## config.mk

```make
export PLATFORM = sky130hd
export DESIGN_NAME = ns_timebase
export DESIGN_NICKNAME = d
export VERILOG_FILES = /design/src/rtl/ntb_pkg.sv /design/src/rtl/ntb_regs.sv /design/src/rtl/ntb_drift.sv /design/src/rtl/ntb_counter.sv /design/src/rtl/ns_timebase.sv
export SDC_FILE = /design/constraint.sdc
export NUM_CORES = 1
export LEC_CHECK = 0
export BUFFER_PORTS_ARGS = -buffer_cell sky130_fd_sc_hd__buf_2
export CELL_PAD_IN_SITES_DETAIL_PLACEMENT = 1
export CELL_PAD_IN_SITES_GLOBAL_PLACEMENT = 1
export CORE_MARGIN = 2
export CORE_UTILIZATION = 40
export DETAILED_ROUTE_END_ITERATION = 10
export PLACE_DENSITY = 0.84
export SYNTH_ARGS = -nofsm -noshare
export SYNTH_HDL_FRONTEND = slang
export SYNTH_SLANG_ARGS = --single-unit
```

## constraint.sdc

```tcl
create_clock -name clk -period 4.6 [get_ports clk]
set_input_delay 0.46 -clock clk [delete_from_list [all_inputs] [get_ports clk]]
set_output_delay 0.46 -clock clk [all_outputs]
set_load 0.02 [all_outputs]
```

## src/rtl/ntb_pkg.sv

```systemverilog
package ntb_pkg;

  localparam int unsigned ADDR_W     = 3;
  localparam int unsigned INTERVAL_W = 28;
  localparam int unsigned MAG_W      = 3;

  typedef enum logic [ADDR_W-1:0] {
    REG_CTRL    = 3'd0,
    REG_LOAD_LO = 3'd1,
    REG_LOAD_HI = 3'd2,
    REG_DRST    = 3'd3,
    REG_DCFG    = 3'd4,
    REG_TIME_LO = 3'd5,
    REG_TIME_HI = 3'd6
  } reg_addr_e;

  localparam logic [31:0] CMD_PAUSE  = 32'd2;
  localparam logic [31:0] CMD_RESUME = 32'd4;

  typedef struct packed {
    logic                  add;
    logic [MAG_W-1:0]      mag;
    logic [INTERVAL_W-1:0] interval;
  } drift_cfg_t;

endpackage

```

## src/rtl/ntb_regs.sv

```systemverilog
module ntb_regs
  import ntb_pkg::*;
#(
  parameter int unsigned DATA_W = 32,
  parameter int unsigned TIME_W = 64
) (
  input  logic                       clk,
  input  logic                       rst_n,
  input  logic                       wr_en,
  input  logic                       rd_en,
  input  logic [ADDR_W-1:0]          addr,
  input  logic [DATA_W-1:0]          wdata,
  input  logic [TIME_W-1:0]          time_now,
  output logic                       run,
  output logic                       drift_rst,
  output drift_cfg_t                 cfg,
  output logic [TIME_W/DATA_W-1:0]   load_half,
  output logic [DATA_W-1:0]          rdata
);

  localparam int unsigned NUM_HALF = TIME_W / DATA_W;

  logic       run_q, run_d;
  logic       drst_q, drst_d;
  drift_cfg_t cfg_q, cfg_d;
  logic [DATA_W-1:0] snap_q, snap_d;
  logic       snap_en;

  // next-state
  always_comb begin
    run_d  = run_q;
    drst_d = drst_q;
    cfg_d  = cfg_q;
    if (wr_en && addr == REG_CTRL) begin
      if (wdata == CMD_PAUSE)       run_d = 1'b0;
      else if (wdata == CMD_RESUME) run_d = 1'b1;
    end
    if (wr_en && addr == REG_DRST) drst_d = wdata[0];
    if (wr_en && addr == REG_DCFG && drst_q) cfg_d = drift_cfg_t'(wdata);
  end

  assign snap_en = rd_en && addr == REG_TIME_LO;
  assign snap_d  = time_now[TIME_W-1 -: DATA_W];

  // load strobes, only honoured while paused
  always_comb begin
    load_half = '0;
    if (wr_en && !run_q) begin
      if (addr == REG_LOAD_LO) load_half[0] = 1'b1;
      if (addr == REG_LOAD_HI) load_half[NUM_HALF-1] = 1'b1;
    end
  end

  // registers
  always_ff @(posedge clk or negedge rst_n) begin
    if (!rst_n) begin
      run_q  <= 1'b1;
      drst_q <= 1'b0;
      cfg_q  <= '0;
    end else begin
      run_q  <= run_d;
      drst_q <= drst_d;
      cfg_q  <= cfg_d;
    end
  end

  always_ff @(posedge clk or negedge rst_n) begin
    if (!rst_n)       snap_q <= '0;
    else if (snap_en) snap_q <= snap_d;
  end

  // read mux
  always_comb begin
    rdata = '0;
    case (addr)
      REG_CTRL:    rdata[0] = run_q;
      REG_DRST:    rdata[0] = drst_q;
      REG_DCFG:    rdata    = DATA_W'(cfg_q);
      REG_TIME_LO: rdata    = time_now[DATA_W-1:0];
      REG_TIME_HI: rdata    = snap_q;
      default:     rdata    = '0;
    endcase
  end

  assign run       = run_q;
  assign drift_rst = drst_q;
  assign cfg       = cfg_q;

  // configuration cannot move while the drift reset is released
  a_r10_cfg_locked: assert property (@(posedge clk) disable iff (!rst_n)
    !drst_q |=> $stable(cfg_q));

  // a load strobe never fires while running
  a_r4_load_only_paused: assert property (@(posedge clk) disable iff (!rst_n)
    (load_half != '0) |-> !run_q);

  // a time-low read captures the high half seen in that cycle
  a_r5_snapshot: assert property (@(posedge clk) disable iff (!rst_n)
    snap_en |=> snap_q == $past(time_now[TIME_W-1 -: DATA_W]));

endmodule

```

## src/rtl/ntb_drift.sv

```systemverilog
module ntb_drift
  import ntb_pkg::*;
#(
  parameter int unsigned STEP_W  = 8,
  parameter int unsigned NOMINAL = 16
) (
  input  logic              clk,
  input  logic              rst_n,
  input  logic              run,
  input  logic              drift_rst,
  input  drift_cfg_t        cfg,
  output logic [STEP_W-1:0] step
);

  localparam logic [STEP_W-1:0] NOM = STEP_W'(NOMINAL);

  logic [INTERVAL_W-1:0] cnt_q, cnt_d;
  logic                  at_end;
  logic                  tick;
  logic [STEP_W-1:0]     mag_ext;

  assign at_end  = (cnt_q == cfg.interval);
  assign tick    = run && !drift_rst && (cfg.mag != '0) && at_end;
  assign mag_ext = STEP_W'(cfg.mag);

  always_comb begin
    cnt_d = cnt_q;
    if (drift_rst)   cnt_d = '0;
    else if (run)    cnt_d = at_end ? '0 : cnt_q + 1'b1;
  end

  always_ff @(posedge clk or negedge rst_n) begin
    if (!rst_n) cnt_q <= '0;
    else        cnt_q <= cnt_d;
  end

  always_comb begin
    step = NOM;
    if (tick) step = cfg.add ? (NOM + mag_ext) : (NOM - mag_ext);
  end

  // drift reset clears the interval count
  a_r9_cnt_cleared: assert property (@(posedge clk) disable iff (!rst_n)
    drift_rst |=> cnt_q == '0);

  // no correction while the drift reset is held
  a_r9_no_corr_in_reset: assert property (@(posedge clk) disable iff (!rst_n)
    drift_rst |-> step == NOM);

  // zero magnitude means nominal stepping only
  a_r8_zero_mag: assert property (@(posedge clk) disable iff (!rst_n)
    (cfg.mag == '0) |-> step == NOM);

  // interval count never passes the programmed interval
  a_r7_cnt_bound: assert property (@(posedge clk) disable iff (!rst_n)
    !drift_rst |-> cnt_q <= cfg.interval);

endmodule

```

## src/rtl/ntb_counter.sv

```systemverilog
module ntb_counter #(
  parameter int unsigned TIME_W = 64,
  parameter int unsigned DATA_W = 32,
  parameter int unsigned STEP_W = 8
) (
  input  logic                     clk,
  input  logic                     rst_n,
  input  logic                     run,
  input  logic [TIME_W/DATA_W-1:0] load_half,
  input  logic [DATA_W-1:0]        wdata,
  input  logic [STEP_W-1:0]        step,
  output logic [TIME_W-1:0]        time_q
);

  localparam int unsigned NUM_HALF = TIME_W / DATA_W;

  logic [TIME_W-1:0] time_d;
  logic [TIME_W-1:0] sum;

  assign sum = time_q + TIME_W'(step);

  for (genvar h = 0; h < NUM_HALF; h++) begin : g_half
    always_comb begin
      if (load_half[h])  time_d[h*DATA_W +: DATA_W] = wdata;
      else if (run)      time_d[h*DATA_W +: DATA_W] = sum[h*DATA_W +: DATA_W];
      else               time_d[h*DATA_W +: DATA_W] = time_q[h*DATA_W +: DATA_W];
    end
  end

  always_ff @(posedge clk or negedge rst_n) begin
    if (!rst_n) time_q <= '0;
    else        time_q <= time_d;
  end

  // paused with no load, time holds
  a_r3_hold_paused: assert property (@(posedge clk) disable iff (!rst_n)
    (!run && load_half == '0) |=> $stable(time_q));

  // running, time moves by the step presented
  a_r2_advance: assert property (@(posedge clk) disable iff (!rst_n)
    (run && load_half == '0) |=> time_q == $past(time_q) + TIME_W'($past(step)));

endmodule

```

## src/rtl/ns_timebase.sv

```systemverilog
module ns_timebase
  import ntb_pkg::*;
#(
  parameter int unsigned TIME_W  = 64,
  parameter int unsigned DATA_W  = 32,
  parameter int unsigned STEP_W  = 8,
  parameter int unsigned NOMINAL = 16
) (
  input  logic              clk,
  input  logic              rst_n,
  input  logic              wr_en,
  input  logic              rd_en,
  input  logic [2:0]        addr,
  input  logic [31:0]       wdata,
  output logic [31:0]       rdata,
  output logic [63:0]       time_ns
);

  localparam int unsigned NUM_HALF = TIME_W / DATA_W;

  logic [1:0]            rst_sync;
  logic                  rst_int_n;
  logic                  run;
  logic                  drift_rst;
  drift_cfg_t            cfg;
  logic [NUM_HALF-1:0]   load_half;
  logic [STEP_W-1:0]     step;
  logic [TIME_W-1:0]     time_q;

  // asynchronous assert, synchronous release
  always_ff @(posedge clk or negedge rst_n) begin
    if (!rst_n) rst_sync <= '0;
    else        rst_sync <= {rst_sync[0], 1'b1};
  end
  assign rst_int_n = rst_sync[1];

  ntb_regs #(.DATA_W(DATA_W), .TIME_W(TIME_W)) u_regs (
    .clk       (clk),
    .rst_n     (rst_int_n),
    .wr_en     (wr_en),
    .rd_en     (rd_en),
    .addr      (addr),
    .wdata     (wdata),
    .time_now  (time_q),
    .run       (run),
    .drift_rst (drift_rst),
    .cfg       (cfg),
    .load_half (load_half),
    .rdata     (rdata)
  );

  ntb_drift #(.STEP_W(STEP_W), .NOMINAL(NOMINAL)) u_drift (
    .clk       (clk),
    .rst_n     (rst_int_n),
    .run       (run),
    .drift_rst (drift_rst),
    .cfg       (cfg),
    .step      (step)
  );

  ntb_counter #(.TIME_W(TIME_W), .DATA_W(DATA_W), .STEP_W(STEP_W)) u_cnt (
    .clk       (clk),
    .rst_n     (rst_int_n),
    .run       (run),
    .load_half (load_half),
    .wdata     (wdata),
    .step      (step),
    .time_q    (time_q)
  );

  assign time_ns = time_q;

  // time is zero while in reset
  a_r1_reset_zero: assert property (@(posedge clk)
    !rst_int_n |=> (time_q == '0) || rst_int_n);

endmodule

```

==> results.json, run 1 <==
{
  "status": "completed",
  "use_met1_pct": 36.5,
  "dominantRegCellSynth": "dfrtp_1",
  "antenna_found_initial": 4,
  "cts.sinks": 160,
  "drv_slew": 0,
  "critical_path_peak_fanout": 8,
  "postSynthAreaPerCell_um2": 9.24,
  "rr_startpoint": "u_drift.cnt_q[5]",
  "vias": 9372,
  "die_h_um": 160,
  "overflow": 0,
  "busiest_layer": "met2",
  "ys_seq_area_share_pct": 41.1,
  "period_share_pct": 92.4,
  "ctsRootBufferMaster": "clkbuf_16",
  "numCtsBuffers": 17,
  "r2r_end": "u_cnt.time_q[61]",
  "irDropWorstVdd_mv": 0.188,
  "slew_headroom_pct": 20.8,
  "num_io_pins": 135,
  "synthesis.nets": 1102,
  "synth-seq-cells": 160,
  "dr.pass1.iters": 5,
  "cp-end-kind": "flop",
  "h-tree-depth": 4,
  "initial_utilization_pct": 40.4,
  "most-common-layout-cells": "dfrtp_1, buf_2, nand2_1, o21ai_0, mux2_2",
  "grt_use_met3_pct": 6.57,
  "crit_required_ns": 4.88,
  "arrival_ns": 4.52,
  "gp_congestion": 0.914,
  "async_flop_share_pct": 100,
  "tritoncts": "done",
  "cts_resized": 0,
  "p_leak_nw": 4.78,
  "first_iter_violations": 816,
  "drive_above_1_share_pct": 22.3,
  "clock_latency_ns": 0.44,
  "ant_nets": 0,
  "synth.cell_area_um2": 9740,
  "final.min_clock_period_ns": 4.25,
  "synthDominantCellAreaShare_pct": 40.9,
  "drc": 0,
  "ff2ff_setup_slack_ns": 0.35,
  "core_um2": 24100,
  "num_rows": 57,
  "ys.warnings.count": 0,
  "finClkSkew_ns": 0.0113,
  "synth.distinct_cells": 56,
  "path_clk_slew_ns": 0.07,
  "worstMarginPinSlew_ns": 1.19,
  "hold_viol_final": 0,
  "synthTopCellsByArea": "dfrtp_1, mux2_2, mux2i_1, nand2_1, xnor2_1",
  "cts_buffer_depth": 2,
  "critical_path_class": "reg2reg",
  "die_area_um2": 25600,
  "port_buffers": 134,
  "hpwl_um": 25700,
  "syn2layout_area_growth_pct": 16.8,
  "timing.hold.ws_ns": 0.331,
  "grt_pass1_wl_um": 57400,
  "die_w_um": 160,
  "rsz0062_at_grt": "no",
  "layout_commonest_cell": "dfrtp_1",
  "power.density_nw_per_um2": 465,
  "drv_cap": 0,
  "setup_tns_ns": 0,
  "syn-instance-count": 1054,
  "grt_max_degree": 91,
  "use_met2_pct": 47.5,
  "grtUsageTotal_pct": 28.9,
  "reg2reg_depth": 13,
  "fmax_ghz": 0.235,
  "wl_um": 37000,
  "setup-violations-final": 0,
  "grt_pass1_vias": 9783,
  "post_drt_wl_per_cell_um": 24.6,
  "hold_path_class": "in2async",
  "via_per_inst": 6.24,
  "synth_edf_count": 0,
  "layout.nets": 1210,
  "netlist.top_cell.by_area": "dfrtp_1",
  "start_kind": "flop"
}
-- report_power, final --
group / internal [mW] / switching, mW / leakage (nW)
Clock: 0.766 / 0.679 / 0.278
Combinational: 0.655 / 0.919 / 2.54
Sequential: 1.75 / 0.523 / 1.96
-- repair_timing --
item | in CTS | in global routing
hold buffers | 1 | 0
hold endpoints to repair | 2 | 0
buffers inserted | 0 | 0
-- through the flow --
step	power (mW)	instances	setup WS (ns)	instance area, um^2	utilization [%]
floorplan	3.12	1054	0.851	9740	-
global placement	3.72	1466	0.603	10800	44.7
detailed placement	3.80	1466	0.453	10800	44.7
CTS	5.27	1498	0.405	11400	47.2
global route	5.51	1498	0.122	11400	47.2
finish	5.29	1501	0.352	11400	47.2
-- layout make-up --
cell class | instances | area [um^2]
well taps | 324 | 405
inverters | 22 | 82.6
clock buffers | 17 | 425
fillers | 2832 | 12700
clock inverters | 14 | 151
diodes | 3 | 7.51
flip-flops and latches | 160 | 4010
multi-input cells | 804 | 5440
repair buffers | 157 | 858
-- worst max path at each step --
stage | from | endpoint | slack, ns | cells past startpoint
2_1_floorplan | u_drift.cnt_q[12] | u_cnt.time_q[61] | 0.85 | 15
3_3_place_gp | u_regs.cfg[27] | u_cnt.time_q[61] | 0.60 | 13
3_5_place_dp | u_drift.cnt_q[2] | u_cnt.time_q[61] | 0.45 | 13
4_1_cts | u_drift.cnt_q[5] | u_cnt.time_q[61] | 0.40 | 13
5_1_grt | u_drift.cnt_q[5] | u_cnt.time_q[31] | 0.12 | 13
6_report | u_drift.cnt_q[5] | u_cnt.time_q[61] | 0.35 | 13
-- worst max-delay path, stage by stage (launching register included) --
cell,delay (ns)
dfrtp_1,0.48
xnor2_1,0.25
nand4_1,0.15
nor4_1,0.35
and2_1,0.26
nand2_1,0.16
or2_2,0.31
ha_1,0.37
nand3_1,0.12
or2_2,0.36
a2111o_1,0.62
nor4_1,0.42
xnor2_1,0.17
a21oi_1,0.09
-- routing by layer --
layer	part of all wire, %	wire (um)
met1	40	14900
met2	48	17800
met3	7.8	2890
met4	3.8	1420
met5	0	0
-- synth_stat cells, types with 17 or more instances --
master    count
mux2_2       62
a21oi_1      59
nor2_1       41
xor2_1       21
nand2_1      98
dfrtp_1     159
nor4_1       19
nand4_1      41
o21ai_0      65
nor3_1       17
and2_1       36
mux2i_1      42
xnor2_1      41
clkbuf_1     58
a211oi_1     34
nor2b_1      36
nand3_1      47
inv_1        21
-- cells by family after synthesis --
logic type	count (synthesis)	synth area share [%]
AOI/OAI and AO/OA	242	16.1
xor gates and xnor gates	62	5.58
adders and majority gates	9	1.23
buffers and inverters	90	3.49
DFF	160	41.1
muxes	104	11.5
other	1	0.0385
and+or+nand+nor	386	21.0
-- flip-flops by register name, summed over array words and instances (netlist names) --
name / count
rst_sync: 2
u_cnt.time_q: 64
u_drift.cnt_q: 28
u_regs.cfg: 32
u_regs.drift_rst: 1
u_regs.run: 1
u_regs.snap_q: 32
(Power assumes the default switching activity.)
==> inputs of run 2 (changes only) <==
CELL_PAD_IN_SITES_DETAIL_PLACEMENT = default   (was 1)
CELL_PAD_IN_SITES_GLOBAL_PLACEMENT = default   (was 1)
CORE_UTILIZATION = 50   (was 40)
PLACE_DENSITY = 0.82   (was 0.84)
==> run 2 against run 1 <==
  * Global-route usage up 1.9 points
  * Critical path depth unchanged
  * Core utilization increased by 12 points
  * Largest power group unchanged
  * Register-to-register slack lost 0.10 ns
  * Clock skew shrank 0.00086 ns
  * Sequential power is 2% lower
  * Critical path type unchanged
  * Combinational power fell by 3%
  * Total power shrank 0.83%
  * Via count rose by 0.13%
  * Worst setup slack lost 0.10 ns
  * Cell count is 4.0% lower
==> results.json, run 2 (synthesized netlist as in run 1, its figures left out) <==
{
  "status": "completed",
  "core_um2": 19300,
  "critical_path_class": "reg2reg",
  "dr.pass1.iters": 6,
  "top_register": "u_cnt.time_q",
  "wl_um": 31600,
  "cts_resized": 0,
  "hold_buffers": 1,
  "cpPeakStageDelay_ns": 0.63,
  "first_iter_violations": 1371,
  "antenna_found_initial": 0,
  "port_buffers": 134,
  "fmax_ghz": 0.230,
  "utilization_pct": 58.7,
  "hold_viol_final": 0,
  "place_inst": 1407,
  "syn2layout_area_growth_pct": 16.2,
  "cts_buffer_depth": 2,
  "critical_path_peak_fanout": 8,
  "overflow": 0,
  "via_per_inst": 6.51,
  "fin_area_um2": 11300,
  "cp-end-kind": "flop",
  "hold_end": "u_cnt.time_q[13]",
  "worst_slack_ns": 0.252,
  "setup-violations-final": 0,
  "layout.nets": 1210,
  "layout_commonest_cell": "dfrtp_1",
  "num_rows": 51,
  "die_w_um": 144,
  "clock_latency_ns": 0.44,
  "ff2ff_setup_slack_ns": 0.25,
  "gp_congestion": 0.994,
  "drv_slew": 0,
  "grt_max_degree": 100,
  "drv_cap": 0,
  "vias": 9384,
  "slowest_stage": "a2111o_1",
  "die_h_um": 144,
  "power.density_nw_per_um2": 463,
  "die_area_um2": 20600,
  "ctsRootBufferMaster": "clkbuf_16",
  "path_buf_inv": 0,
  "arrival_ns": 4.61,
  "grt_pass1_wl_um": 48800,
  "path_clk_slew_ns": 0.06,
  "post-place-ws_ns": 0.397,
  "post_drt_wl_per_cell_um": 22.0,
  "numCtsBuffers": 17,
  "crit_required_ns": 4.86,
  "worst-path-stages": 13,
  "min_from": "wdata[13]",
  "rr_startpoint": "u_drift.cnt_q[14]",
  "initial_utilization_pct": 50.5,
  "h-tree-depth": 4,
  "largest_register_ffs": 64,
  "post-cts-setup-buffer-count": 0,
  "irDropWorstVdd_mv": 0.264,
  "crit_family": "simple AND/OR/NAND/NOR gates",
  "start_kind": "flop",
  "rsz0062_at_grt": "no",
  "total_power_mw": 5.25,
  "num_io_pins": 135,
  "stdcell_count": 1441,
  "whs_path_depth": 3,
  "grt_pass1_vias": 8853,
  "slew_headroom_pct": 22.8,
  "ant_nets": 0,
  "setup_tns_ns": 0,
  "final.min_clock_period_ns": 4.35,
  "drive_above_1_share_pct": 22.2,
  "finClkSkew_ns": 0.0104,
  "hpwl_um": 22100,
  "most-common-layout-cells": "dfrtp_1, buf_2, nand2_1, o21ai_0, mux2_2",
  "cts.sinks": 160,
  "reg2reg_depth": 13,
  "r2r_end": "u_cnt.time_q[61]",
  "tritoncts": "done",
  "p_leak_nw": 4.79,
  "drc": 0,
  "period_share_pct": 94.5,
  "hold_path_class": "in2reg",
  "crit_chain": "xnor2_1, nand4_1, nor4_1, and2_1, nand2_1, or2_2, ha_1, nand3_1, or2_2, a2111o_1, nor4_1, xnor2_1, a21oi_1",
  "grtUsageTotal_pct": 30.8,
  "postPlaceCellArea_um2": 10700,
  "worstMarginPinSlew_ns": 1.16,
  "timing.hold.ws_ns": 0.324
}
## run 2: cell count changes in the layout (fill, tap and decap cells not counted), moves of 2 or more
cell | before | now
bufinv_16 | 1 | 3
clkinv_2 | 0 | 4
inv_8 | 4 | 0
diode_2 | 3 | 1
clkinv_4 | 4 | 2
## run 2: worst max-delay path by stage
stage | startpoint | to | slack, ns
3_5_place_dp | u_drift.cnt_q[5] | u_cnt.time_q[63] | 0.40
6_report | u_drift.cnt_q[14] | u_cnt.time_q[61] | 0.25
4_1_cts | u_drift.cnt_q[14] | u_cnt.time_q[61] | 0.32
3_3_place_gp | u_regs.cfg[27] | u_cnt.time_q[63] | 0.54
2_1_floorplan | u_drift.cnt_q[12] | u_cnt.time_q[61] | 0.85
5_1_grt | u_drift.cnt_q[5] | u_cnt.time_q[63] | 0.05
## run 2: tightest hold or removal path, stage by stage
cell and delay, ns:
buf_2 0.14, a21oi_1 0.07, nand2_1 0.05
## run 2: area by class of cell
| cell class | instances | area (um^2) |
|---|---|---|
| clock buffer | 19 | 443 |
| multi-input combinational | 804 | 5420 |
| antenna | 1 | 2.50 |
| tap | 265 | 332 |
| fill | 1574 | 7950 |
| sequential | 160 | 4010 |
| inverter | 22 | 82.6 |
| timing repair buffer | 157 | 871 |
| clock inverter | 13 | 160 |
## run 2: power breakdown
part / total, mW / switching [mW] / internal, mW
Combinational: 1.53 / 0.878 / 0.655
Clock: 1.48 / 0.613 / 0.869
Sequential: 2.23 / 0.481 / 1.75
## run 2: layer usage
metal,GRT usage (%),vias to the layer above,wire length [um]
met4,15.9,0,1560
li1,-,4078,-
met1,38.8,4524,12100
met3,7.96,123,3460
met5,0,-,0
met2,48.7,659,14500
